`config.mk`:
```
export PLATFORM = sky130hd
export DESIGN_NAME = dma_trig_ctl
export DESIGN_NICKNAME = d
export VERILOG_FILES = /design/src/rtl/dmact_pkg.sv /design/src/rtl/dmact_seq.sv /design/src/rtl/dmact_cnt.sv /design/src/rtl/dmact_flags.sv /design/src/rtl/dma_trig_ctl.sv
export SDC_FILE = /design/constraint.sdc
export NUM_CORES = 1
export LEC_CHECK = 0
export ABC_AREA = 1
export BUFFER_PORTS_ARGS = -buffer_cell sky130_fd_sc_hd__buf_2
export CORE_MARGIN = 4
export CORE_UTILIZATION = 40
export DETAILED_ROUTE_END_ITERATION = 8
export HOLD_SLACK_MARGIN = 0.15
export MAX_ROUTING_LAYER = met4
export SLEW_MARGIN = 20
export SYNTH_ARGS = -nofsm -noshare
export SYNTH_HDL_FRONTEND = slang
export SYNTH_SLANG_ARGS = --single-unit
```
`constraint.sdc`:
```
create_clock -name clk -period 2.6 [get_ports clk]
set_input_delay 0.13 -clock clk [delete_from_list [all_inputs] [get_ports clk]]
set_output_delay 0.13 -clock clk [all_outputs]
set_load 0.01 [all_outputs]
```
`src/rtl/dmact_pkg.sv`:
```
package dmact_pkg;

  typedef enum logic [1:0] {
    ST_IDLE  = 2'd0,
    ST_ISSUE = 2'd1,
    ST_WAIT  = 2'd2
  } dmact_state_e;

  localparam logic [1:0] RA_CTRL  = 2'd0;
  localparam logic [1:0] RA_COUNT = 2'd1;
  localparam logic [1:0] RA_STAT  = 2'd2;

  localparam int CB_REQ  = 0;
  localparam int CB_EN   = 1;
  localparam int CB_CIE  = 2;
  localparam int SB_FAC  = 0;
  localparam int SB_CMP  = 1;
  localparam int SB_BUSY = 2;
  localparam int FIELD_W = 3;

endpackage

```
`src/rtl/dmact_seq.sv`:
```
module dmact_seq
  import dmact_pkg::*;
(
  input  logic clk,
  input  logic rst_n,
  input  logic sw_trig,
  input  logic hw_ready,
  input  logic xfer_ready,
  input  logic xfer_done,
  output logic xfer_valid,
  output logic idle,
  output logic hw_busy,
  output logic by_sw,
  output logic done_evt
);

  dmact_state_e state_q, state_d;
  logic by_sw_q, by_sw_d;

  always_comb begin
    state_d = state_q;
    by_sw_d = by_sw_q;
    unique case (state_q)
      ST_IDLE: begin
        if (sw_trig) begin
          state_d = ST_ISSUE;
          by_sw_d = 1'b1;
        end else if (hw_ready) begin
          state_d = ST_ISSUE;
          by_sw_d = 1'b0;
        end
      end
      ST_ISSUE: if (xfer_ready) state_d = ST_WAIT;
      ST_WAIT:  if (xfer_done)  state_d = ST_IDLE;
      default:  state_d = ST_IDLE;
    endcase
  end

  always_ff @(posedge clk or negedge rst_n) begin
    if (!rst_n) begin
      state_q <= ST_IDLE;
      by_sw_q <= 1'b0;
    end else begin
      state_q <= state_d;
      by_sw_q <= by_sw_d;
    end
  end

  assign xfer_valid = (state_q == ST_ISSUE);
  assign idle       = (state_q == ST_IDLE);
  assign hw_busy    = !idle && !by_sw_q;
  assign by_sw      = by_sw_q;
  assign done_evt   = (state_q == ST_WAIT) && xfer_done;

  // request held until taken
  a_r5_valid_hold: assert property (@(posedge clk) disable iff (!rst_n)
    xfer_valid && !xfer_ready |=> xfer_valid);

  // a start is only ever taken from idle
  a_r3_start_from_idle: assert property (@(posedge clk) disable iff (!rst_n)
    $rose(xfer_valid) |-> $past(state_q == ST_IDLE));

endmodule

```
`src/rtl/dmact_cnt.sv`:
```
module dmact_cnt #(
  parameter int CNT_W = 16
) (
  input  logic             clk,
  input  logic             rst_n,
  input  logic             idle,
  input  logic             wr_cnt,
  input  logic [CNT_W-1:0] wdata,
  input  logic             done_evt,
  output logic [CNT_W-1:0] cnt_q,
  output logic             zero_after
);

  logic [CNT_W-1:0] dec;

  assign dec        = (cnt_q == '0) ? '0 : cnt_q - 1'b1;
  assign zero_after = (dec == '0);

  always_ff @(posedge clk or negedge rst_n) begin
    if (!rst_n)              cnt_q <= '0;
    else if (done_evt)       cnt_q <= dec;
    else if (wr_cnt && idle) cnt_q <= wdata;
  end

  // no wrap below zero
  a_r6_no_wrap: assert property (@(posedge clk) disable iff (!rst_n)
    done_evt && (cnt_q == '0) |=> cnt_q == '0);

  // counter untouched while busy and not completing
  a_r6_busy_hold: assert property (@(posedge clk) disable iff (!rst_n)
    !idle && !done_evt |=> $stable(cnt_q));

endmodule

```
`src/rtl/dmact_flags.sv`:
```
module dmact_flags
  import dmact_pkg::*;
(
  input  logic               clk,
  input  logic               rst_n,
  input  logic               ctrl_wr,
  input  logic               stat_wr,
  input  logic [FIELD_W-1:0] wfield,
  input  logic               fac_evt,
  input  logic               done_evt,
  input  logic               by_sw,
  input  logic               zero_after,
  input  logic               hw_busy,
  input  logic               idle,
  output logic               fac_q,
  output logic               cmp_q,
  output logic               req_q,
  output logic               en_q,
  output logic               cie_q,
  output logic               hw_ready,
  output logic               irq
);

  logic fac_d, cmp_d, req_d, en_d, cie_d;

  always_comb begin
    fac_d = fac_q;
    cmp_d = cmp_q;
    req_d = req_q;
    en_d  = en_q;
    cie_d = cie_q;
    if (stat_wr && wfield[SB_FAC] && !hw_busy) fac_d = 1'b0;
    if (stat_wr && wfield[SB_CMP])             cmp_d = 1'b0;
    if (fac_evt)                               fac_d = 1'b1;
    if (ctrl_wr) begin
      req_d = wfield[CB_REQ];
      en_d  = wfield[CB_EN];
      cie_d = wfield[CB_CIE];
    end
    if (done_evt) begin
      if (by_sw) begin
        fac_d = 1'b0;
        if (zero_after && cie_q) cmp_d = 1'b1;
      end else if (zero_after && cie_q) begin
        fac_d = 1'b1;
        req_d = 1'b0;
        en_d  = 1'b1;
      end else if (!zero_after) begin
        fac_d = 1'b0;
        req_d = 1'b1;
        en_d  = 1'b1;
      end else begin
        fac_d = 1'b0;
        req_d = 1'b1;
        en_d  = 1'b0;
      end
    end
  end

  always_ff @(posedge clk or negedge rst_n) begin
    if (!rst_n) begin
      fac_q <= 1'b0;
      cmp_q <= 1'b0;
      req_q <= 1'b0;
      en_q  <= 1'b0;
      cie_q <= 1'b0;
    end else begin
      fac_q <= fac_d;
      cmp_q <= cmp_d;
      req_q <= req_d;
      en_q  <= en_d;
      cie_q <= cie_d;
    end
  end

  assign hw_ready = fac_q && req_q && en_q;
  assign irq      = cmp_q || (fac_q && !req_q && idle);

  // factor flag held through a hardware transfer
  a_r11_fac_held: assert property (@(posedge clk) disable iff (!rst_n)
    hw_busy |-> fac_q);

  // software completion drops the factor flag
  a_r10_sw_fac_clr: assert property (@(posedge clk) disable iff (!rst_n)
    done_evt && by_sw |=> !fac_q);

  // disabled completion interrupt clears enable, keeps request
  a_r9_en_clr: assert property (@(posedge clk) disable iff (!rst_n)
    done_evt && !by_sw && zero_after && !cie_q |=> !en_q && req_q && !fac_q);

  // enabled completion interrupt raises irq through the factor flag
  a_r7_irq_up: assert property (@(posedge clk) disable iff (!rst_n)
    done_evt && !by_sw && zero_after && cie_q |=> irq && !req_q && en_q);

endmodule

```
`src/rtl/dma_trig_ctl.sv`:
```
module dma_trig_ctl
  import dmact_pkg::*;
#(
  parameter int CNT_W = 16
) (
  input  logic             clk,
  input  logic             rst_n,
  input  logic             reg_wr,
  input  logic [1:0]       reg_waddr,
  input  logic [CNT_W-1:0] reg_wdata,
  input  logic [1:0]       reg_raddr,
  output logic [CNT_W-1:0] reg_rdata,
  input  logic             sw_trig,
  input  logic             fac_evt,
  output logic             xfer_valid,
  input  logic             xfer_ready,
  input  logic             xfer_done,
  output logic             irq
);

  localparam int DW = CNT_W;

  logic idle, hw_busy, by_sw, done_evt, hw_ready, zero_after;
  logic fac_q, cmp_q, req_q, en_q, cie_q;
  logic [CNT_W-1:0] cnt_q;
  logic ctrl_wr, cnt_wr, stat_wr;

  assign ctrl_wr = reg_wr && (reg_waddr == RA_CTRL);
  assign cnt_wr  = reg_wr && (reg_waddr == RA_COUNT);
  assign stat_wr = reg_wr && (reg_waddr == RA_STAT);

  dmact_seq i_seq (
    .clk        (clk),
    .rst_n      (rst_n),
    .sw_trig    (sw_trig),
    .hw_ready   (hw_ready),
    .xfer_ready (xfer_ready),
    .xfer_done  (xfer_done),
    .xfer_valid (xfer_valid),
    .idle       (idle),
    .hw_busy    (hw_busy),
    .by_sw      (by_sw),
    .done_evt   (done_evt)
  );

  dmact_cnt #(.CNT_W(CNT_W)) i_cnt (
    .clk        (clk),
    .rst_n      (rst_n),
    .idle       (idle),
    .wr_cnt     (cnt_wr),
    .wdata      (reg_wdata),
    .done_evt   (done_evt),
    .cnt_q      (cnt_q),
    .zero_after (zero_after)
  );

  dmact_flags i_flags (
    .clk        (clk),
    .rst_n      (rst_n),
    .ctrl_wr    (ctrl_wr),
    .stat_wr    (stat_wr),
    .wfield     (reg_wdata[FIELD_W-1:0]),
    .fac_evt    (fac_evt),
    .done_evt   (done_evt),
    .by_sw      (by_sw),
    .zero_after (zero_after),
    .hw_busy    (hw_busy),
    .idle       (idle),
    .fac_q      (fac_q),
    .cmp_q      (cmp_q),
    .req_q      (req_q),
    .en_q       (en_q),
    .cie_q      (cie_q),
    .hw_ready   (hw_ready),
    .irq        (irq)
  );

  always_comb begin
    reg_rdata = '0;
    unique case (reg_raddr)
      RA_CTRL: begin
        reg_rdata[CB_REQ] = req_q;
        reg_rdata[CB_EN]  = en_q;
        reg_rdata[CB_CIE] = cie_q;
      end
      RA_COUNT: reg_rdata = cnt_q[DW-1:0];
      RA_STAT: begin
        reg_rdata[SB_FAC]  = fac_q;
        reg_rdata[SB_CMP]  = cmp_q;
        reg_rdata[SB_BUSY] = !idle;
      end
      default: reg_rdata = '0;
    endcase
  end

  // no interrupt while a hardware transfer owns the factor flag
  a_r12_no_irq_hw: assert property (@(posedge clk) disable iff (!rst_n)
    hw_busy && !cmp_q |-> !irq);

endmodule

```
### After elaboration in Yosys (flattened, before gate mapping)

Cells that the tools add are included.

* flip-flop bits (word level): 24
* input bits: 27
* output and inout port bits: 18
* logic and storage cells: 77

* add/sub/neg operators: 1
* equal/unequal tests: 9
* muxes and demuxes: 30
* reductions and logical operators: 29

Operator list (count)
* two-way mux 16 bit: 3
* logical NOT 16 bit: 2
* two-way mux 1 bit: 20
* subtractor 16 x 1 -> 16 bit (second input constant): 1
* logical AND 1 bit: 14
* two-way mux 13 bit: 1
* case mux 3 bit (3 select lines): 1
* two-way mux 2 bit: 4
* equality test 2 x 1 -> 1 bit (second input constant): 3
* equality test 2 bit (second input constant): 3
* logical NOT 2 bit: 3
* case mux 2 bit (3 select lines): 1
* logical NOT 1 bit: 4
* nonzero test 2 bit: 2
* != test 3 bit (second input constant): 1
* AND reduction 3 bit: 1
* nonzero test 3 bit: 1
* != test 2 x 1 -> 1 bit (second input constant): 1
* != test 2 bit (second input constant): 1
* AND reduction 2 bit: 1
* logical OR 1 bit: 1

### Logic depth before layout (Yosys ltp)

* depth in word-level cells: 8
* gate-level depth with buffers: 14
* gate-level depth less buffers: 14

### Modules after synthesis

A second synthesis with hierarchy kept.

* cells, all modules: 305
* area, all modules: 1953.1 sq um

Modules (own cells, without submodules)
* dmact_cnt: times used 1, cells each 194, area an instance 1296.2 sq um, seq. area each 400.4 sq um
* dmact_flags: times used 1, cells each 43, area an instance 286.5 sq um, seq. area each 125.1 sq um
* dma_trig_ctl: times used 1, cells each 48, area an instance 209.0 sq um, seq. area each 0.0 sq um
* dmact_seq: times used 1, cells each 20, area an instance 161.4 sq um, seq. area each 75.1 sq um

### Least setup slack after synthesis

No wires, ideal clock.

* path kind: reg2reg
* start: reg i_cnt.cnt_q[0]
* end: reg i_flags.en_q
* setup time: 0.120 ns
* arrival time: 1.700 ns
* data required time: 2.480 ns
* setup slack: 0.780 ns
* cell stages (with the launch flop): 13
* path buffers: 1
* clock period less this slack: 1.820 ns
* path through: dfrtp_1 > inv_1 > ha_1 > nand2_2 > nor2_4 > nand2_4 > buf_6 > nand3_1 > nand3_2 > nor2_4 > nand4_1 > o21ai_0 > inv_1

* longest elaborated chain between the ends: 7
* elaborated cells between the ends (all ways): 9
* those cells by class: 1 x add/sub; 5 x mux; 3 x reduce/logical

RTL lines
* start, declared: RTL line dmact_cnt.sv:10 `output logic [CNT_W-1:0] cnt_q,`
* start signal, assigned: RTL line dmact_cnt.sv:22 `else if (wr_cnt && idle) cnt_q <= wdata;`
* subtractor 16 x 1 -> 16 bit or logical NOT 16 bit (tied branches): RTL line dmact_cnt.sv:16 `assign dec = (cnt_q == '0) ? '0 : cnt_q - 1'b1;`
* two-way mux 16 bit (*): RTL line dmact_cnt.sv:16
* logical NOT 16 bit (*): RTL line dmact_cnt.sv:17 `assign zero_after = (dec == '0);`
* two-way mux 1 bit or logical AND 1 bit (tied branches): RTL line dmact_flags.sv:48, dmact_flags.sv:44
* two-way mux 1 bit (*): RTL line dmact_flags.sv:44 `end else if (zero_after && cie_q) begin`
* two-way mux 1 bit (*): RTL line dmact_flags.sv:41 `if (by_sw) begin`
* two-way mux 1 bit (*): RTL line dmact_flags.sv:40 `if (done_evt) begin`
* via i_flags.en_d: RTL line dmact_flags.sv:24 `logic fac_d, cmp_d, req_d, en_d, cie_d;`
* end signal, assigned: RTL line dmact_flags.sv:71 `en_q <= en_d;`
* end, declared: RTL line dmact_flags.sv:18 `output logic en_q,`

The timed path passes the listed nets; every way through them passes the cells marked *.
A chain may end at the register's enable or synchronous reset.

### Worst setup path after layout

* start: reg i_cnt.cnt_q[0]
* end: reg i_flags.req_q

* longest elaborated chain between the ends: 7
* elaborated cells between the ends (all ways): 8
* those cells by class: 1 x add/sub; 4 x mux; 3 x reduce/logical

RTL lines
* subtractor 16 x 1 -> 16 bit or logical NOT 16 bit (tied branches): RTL line dmact_cnt.sv:16
* two-way mux 16 bit (*): RTL line dmact_cnt.sv:16
* logical NOT 16 bit (*): RTL line dmact_cnt.sv:17
* logical AND 1 bit (*): RTL line dmact_flags.sv:44
* two-way mux 1 bit (*): RTL line dmact_flags.sv:44
* two-way mux 1 bit (*): RTL line dmact_flags.sv:41
* two-way mux 1 bit (*): RTL line dmact_flags.sv:40
* via i_flags.req_d: RTL line dmact_flags.sv:24
* end signal, assigned: RTL line dmact_flags.sv:70 `req_q <= req_d;`
* end, declared: RTL line dmact_flags.sv:17 `output logic req_q,`

Marks and branches as above.

==> metrics.log <==
[metrics] pin count of the biggest net entering global routing: 25
[metrics] power per cell area: 937 nW/um^2
[metrics] Final Hold Violating Endpoints: 0
[metrics] setup TNS after final layout: 0 ns
[metrics] maximum count of clock buffers along a single path: 2
[metrics] Tot GR Track Use: 21.0%
[metrics] number of antenna violations at the first check in global routing: 0
[metrics] crit end category: register
[metrics] Pint: 1.10 mW
[metrics] synthesis-to-layout area growth: 26.8%
[metrics] number of register bits inferred by synthesis: 24
[metrics] Setup Crit Path Kind: reg -> reg
[metrics] vias per inst: 5.11
[metrics] worst supply voltage drop on vdd: 0.444 mV
[metrics] number of sinks driven by the clock tree: 24
[metrics] type of the worst min-delay path: in -> reg
[metrics] f_max: 479 MHz
[metrics] cell type with the highest aggregate area in the netlist: dfrtp_1
[metrics] Max-Slew Margin vs Limit: 60.9%
[metrics] weighted congestion at the end of routability-driven global placement: 0.891
[metrics] core outline area: 4350 sq um
[metrics] DRC violation count after routing: 0
[metrics] Row Count: 24
[metrics] via count: 1,963
[metrics] net switching share of the total power: 48.7%
[metrics] share of the clock period used by the worst path after layout: 80.2%
[metrics] Warnings, synthesis: 0
[metrics] remaining number of nets flagged by the antenna check after routing: 0
[metrics] htree depth: 1
[metrics] post-layout power: 2.14 mW
[metrics] transition at the pin with the smallest max-transition slack: 0.587 ns
[metrics] clock tree from TritonCTS: done
[metrics] RSZ-0062 raised after global routing: false
[metrics] number of placed I/O pins: 45
[metrics] largest cells by area after synthesis: dfrtp_1 33%, nand2_1 13%, inv_1 9.2%
[metrics] min setup slack post-route: 0.514 ns
[metrics] number of violations reported at the end of detailed-routing iteration 0: 99
[metrics] number of detailed-route iterations in the first pass: 4
[metrics] Psw: 1.04 mW
[metrics] library cell used as clock root buffer: clkbuf_8
[metrics] Reg clk slew, reported paths: 0.09 ns
[metrics] slack of the worst reg-to-reg path: 0.51 ns
[metrics] Post CTS Setup Buffer Count: 0
[metrics] Cells after Synth: 272
[metrics] Detailed Route WL: 5.27 mm
[metrics] utilization after layout: 52.4%
[metrics] TritonCTS buffer count: 3
[metrics] worst path required time: 2.79 ns
[metrics] PortBufs: 44
[metrics] crit path DAT: 2.27 ns
[metrics] antenna cell count: 0
[metrics] die boundary width: 75.1 um
[metrics] Final min period: 2.09 ns
[metrics] clock latency of the later-clocked register in the worst-skew pair: 0.28 ns
[metrics] post-synth top area share: 33.4%
[metrics] combinational cell fraction of total power: 53.9%
[metrics] Netlist Area Pre-Place: 1800 sq um
[metrics] final count of pins violating max slew: 0
[metrics] grt ovf: 0
[metrics] share of cells above drive strength 1: 20.8%
[metrics] number of nets at the end of the flow: 361
[metrics] DIE HEIGHT: 75.1 um
[metrics] synthesized net count: 300
[metrics] post-placement worst setup slack: 0.542 ns
[metrics] max-capacitance violation count: 0
[metrics] count of fill cells added during filler insertion: 441
[metrics] vias in the first global route: 1,894
[metrics] clock share of power: 12.8%
[metrics] global-route wire length before repair: 8.83 mm
[metrics] proportion of synthesized chip area in sequential cells: 33.4%
[metrics] area of the die: 5640 sq um
[metrics] kind of launch point of the worst setup path: register
[metrics] number of distinct library cell variants in the gate-level netlist after synthesis: 29
[metrics] Initial Utilization: 41.4%
[metrics] outcome: complete, no violations
[metrics] static leakage: 1.18 nW
[metrics] setup violators final: 0
[metrics] half-perimeter wire length after placement: 3.90 mm
[metrics] final setup skew: 0.00297 ns
[metrics] WL/cell: 13.7 um
[metrics] sequential share of power: 33.3%
[metrics] Worst Path Max Fanout: 19
[metrics] synthesized area per cell: 6.62 sq um
[metrics] post_cts resized: 0
-- critical path, stage by stage (launching register included) --
cell,delay [ns]
dfrtp_1,0.37
inv_1,0.18
ha_1,0.26
nand2_2,0.10
nor2_4,0.17
nand2_4,0.16
nand3_1,0.15
nand2_1,0.07
nor2_1,0.10
nand2_1,0.08
nor2_4,0.11
nand4_2,0.11
nand2_1,0.09
inv_1,0.04
-- power groups by stage --
stage	sequential, mW	combinational (mW)	clock (mW)
final	0.713	1.15	0.274
after global routing	0.735	1.33	0.291
after CTS	0.711	1.16	0.278
after detailed placement	0.716	1.14	0
after global placement	0.721	1.13	0
after floorplan	0.667	0.853	0
-- layout by cell type (no fill, tap or decap), types with 3 or more instances in the layout --
cell type,n
a21oi_1,8
buf_2,44
buf_4,3
clkbuf_8,4
dfrtp_1,24
dlygate4sd3_1,15
inv_1,44
nand2_1,61
nand2_2,3
nand3_1,25
nor2_1,40
nor2_2,7
nor2_4,3
o21ai_0,15
o221ai_1,13
o22ai_1,4
-- layout make-up --
class / count / area, sq um / share of cell area (%)
multi-input combinational: 198 / 1000 / 44.0
timing repair buffer: 62 / 393 / 17.2
tap: 52 / 65.1 / 2.85
sequential: 24 / 601 / 26.3
inverter: 44 / 165 / 7.24
clock buffer: 4 / 55.1 / 2.41
-- metal layers --
metal  share of wire (%)  GRT usage, %
met1                  46          27.3
met2                  49          34.2
met3                 4.1          2.14
met4                 1.4          6.92
met5                   0             -
-- cells by family (layout without fill, tap and decap cells) --
kind of cell | after synthesis | after routing | synth area share, %
buffers and inverters | 50 | 110 | 10.9
XOR/XNOR | 1 | 1 | 0.487
AO/OA/AOI/OAI | 46 | 46 | 16.5
flip-flops | 24 | 24 | 33.4
AND/OR/NAND/NOR | 150 | 150 | 38.1
adder cells (fa/ha/maj) | 1 | 1 | 0.695
-- registers in the layout, indices dropped and copies added, names as in the netlist --
register and cells:
i_cnt.cnt_q 16, i_seq.by_sw 1, i_seq.state_q 2, i_flags.cie_q 1
i_flags.req_q 1, i_flags.en_q 1, i_flags.fac_q 1, i_flags.cmp_q 1
-- timing repair --
| action | 4_1_cts | 5_1_grt |
|---|---|---|
| hold buffers | 15 | 0 |
| endpoints found under the setup margin | 0 | 0 |
| endpoints found under the hold margin | 38 | 0 |
-- worst paths after layout --
kind                       cells past startpoint         endpoint           start
setup / recovery                              13    i_flags.req_q  i_cnt.cnt_q[0]
hold / removal                                 3    i_flags.cie_q    reg_wdata[2]
setup reg to reg                              13    i_flags.req_q  i_cnt.cnt_q[0]
hold reg to reg                                2    i_flags.cmp_q   i_flags.cmp_q
max in group asynchronous                      2      i_seq.by_sw           rst_n
min in group asynchronous                      2  i_cnt.cnt_q[12]           rst_n
-- cells in the mapped netlist (all sizes together) --
library cell / instances
nand2: 65
nor2: 50
inv: 44
nand3: 27
dfrtp: 24
o21ai: 16
o221ai: 13
a21oi: 9
clkbuf: 4
o22ai: 4
nand4: 3
and2: 2
buf: 2
nor3: 2
o211ai: 2
a31oi: 1
ha: 1
nor4: 1
o31ai: 1
xor2: 1
-- per-stage QoR --
stage          std cells  hold slack (ns)  area, sq um
3_5_place_dp         365            0.163         2080
4_1_cts              384            0.151         2280
3_3_place_gp         365            0.155         2080
6_report             384            0.143         2280
2_1_floorplan        272           -0.166         1800
5_1_grt              384            0.160         2280
Note: power is estimated with default switching activity, not from simulation.
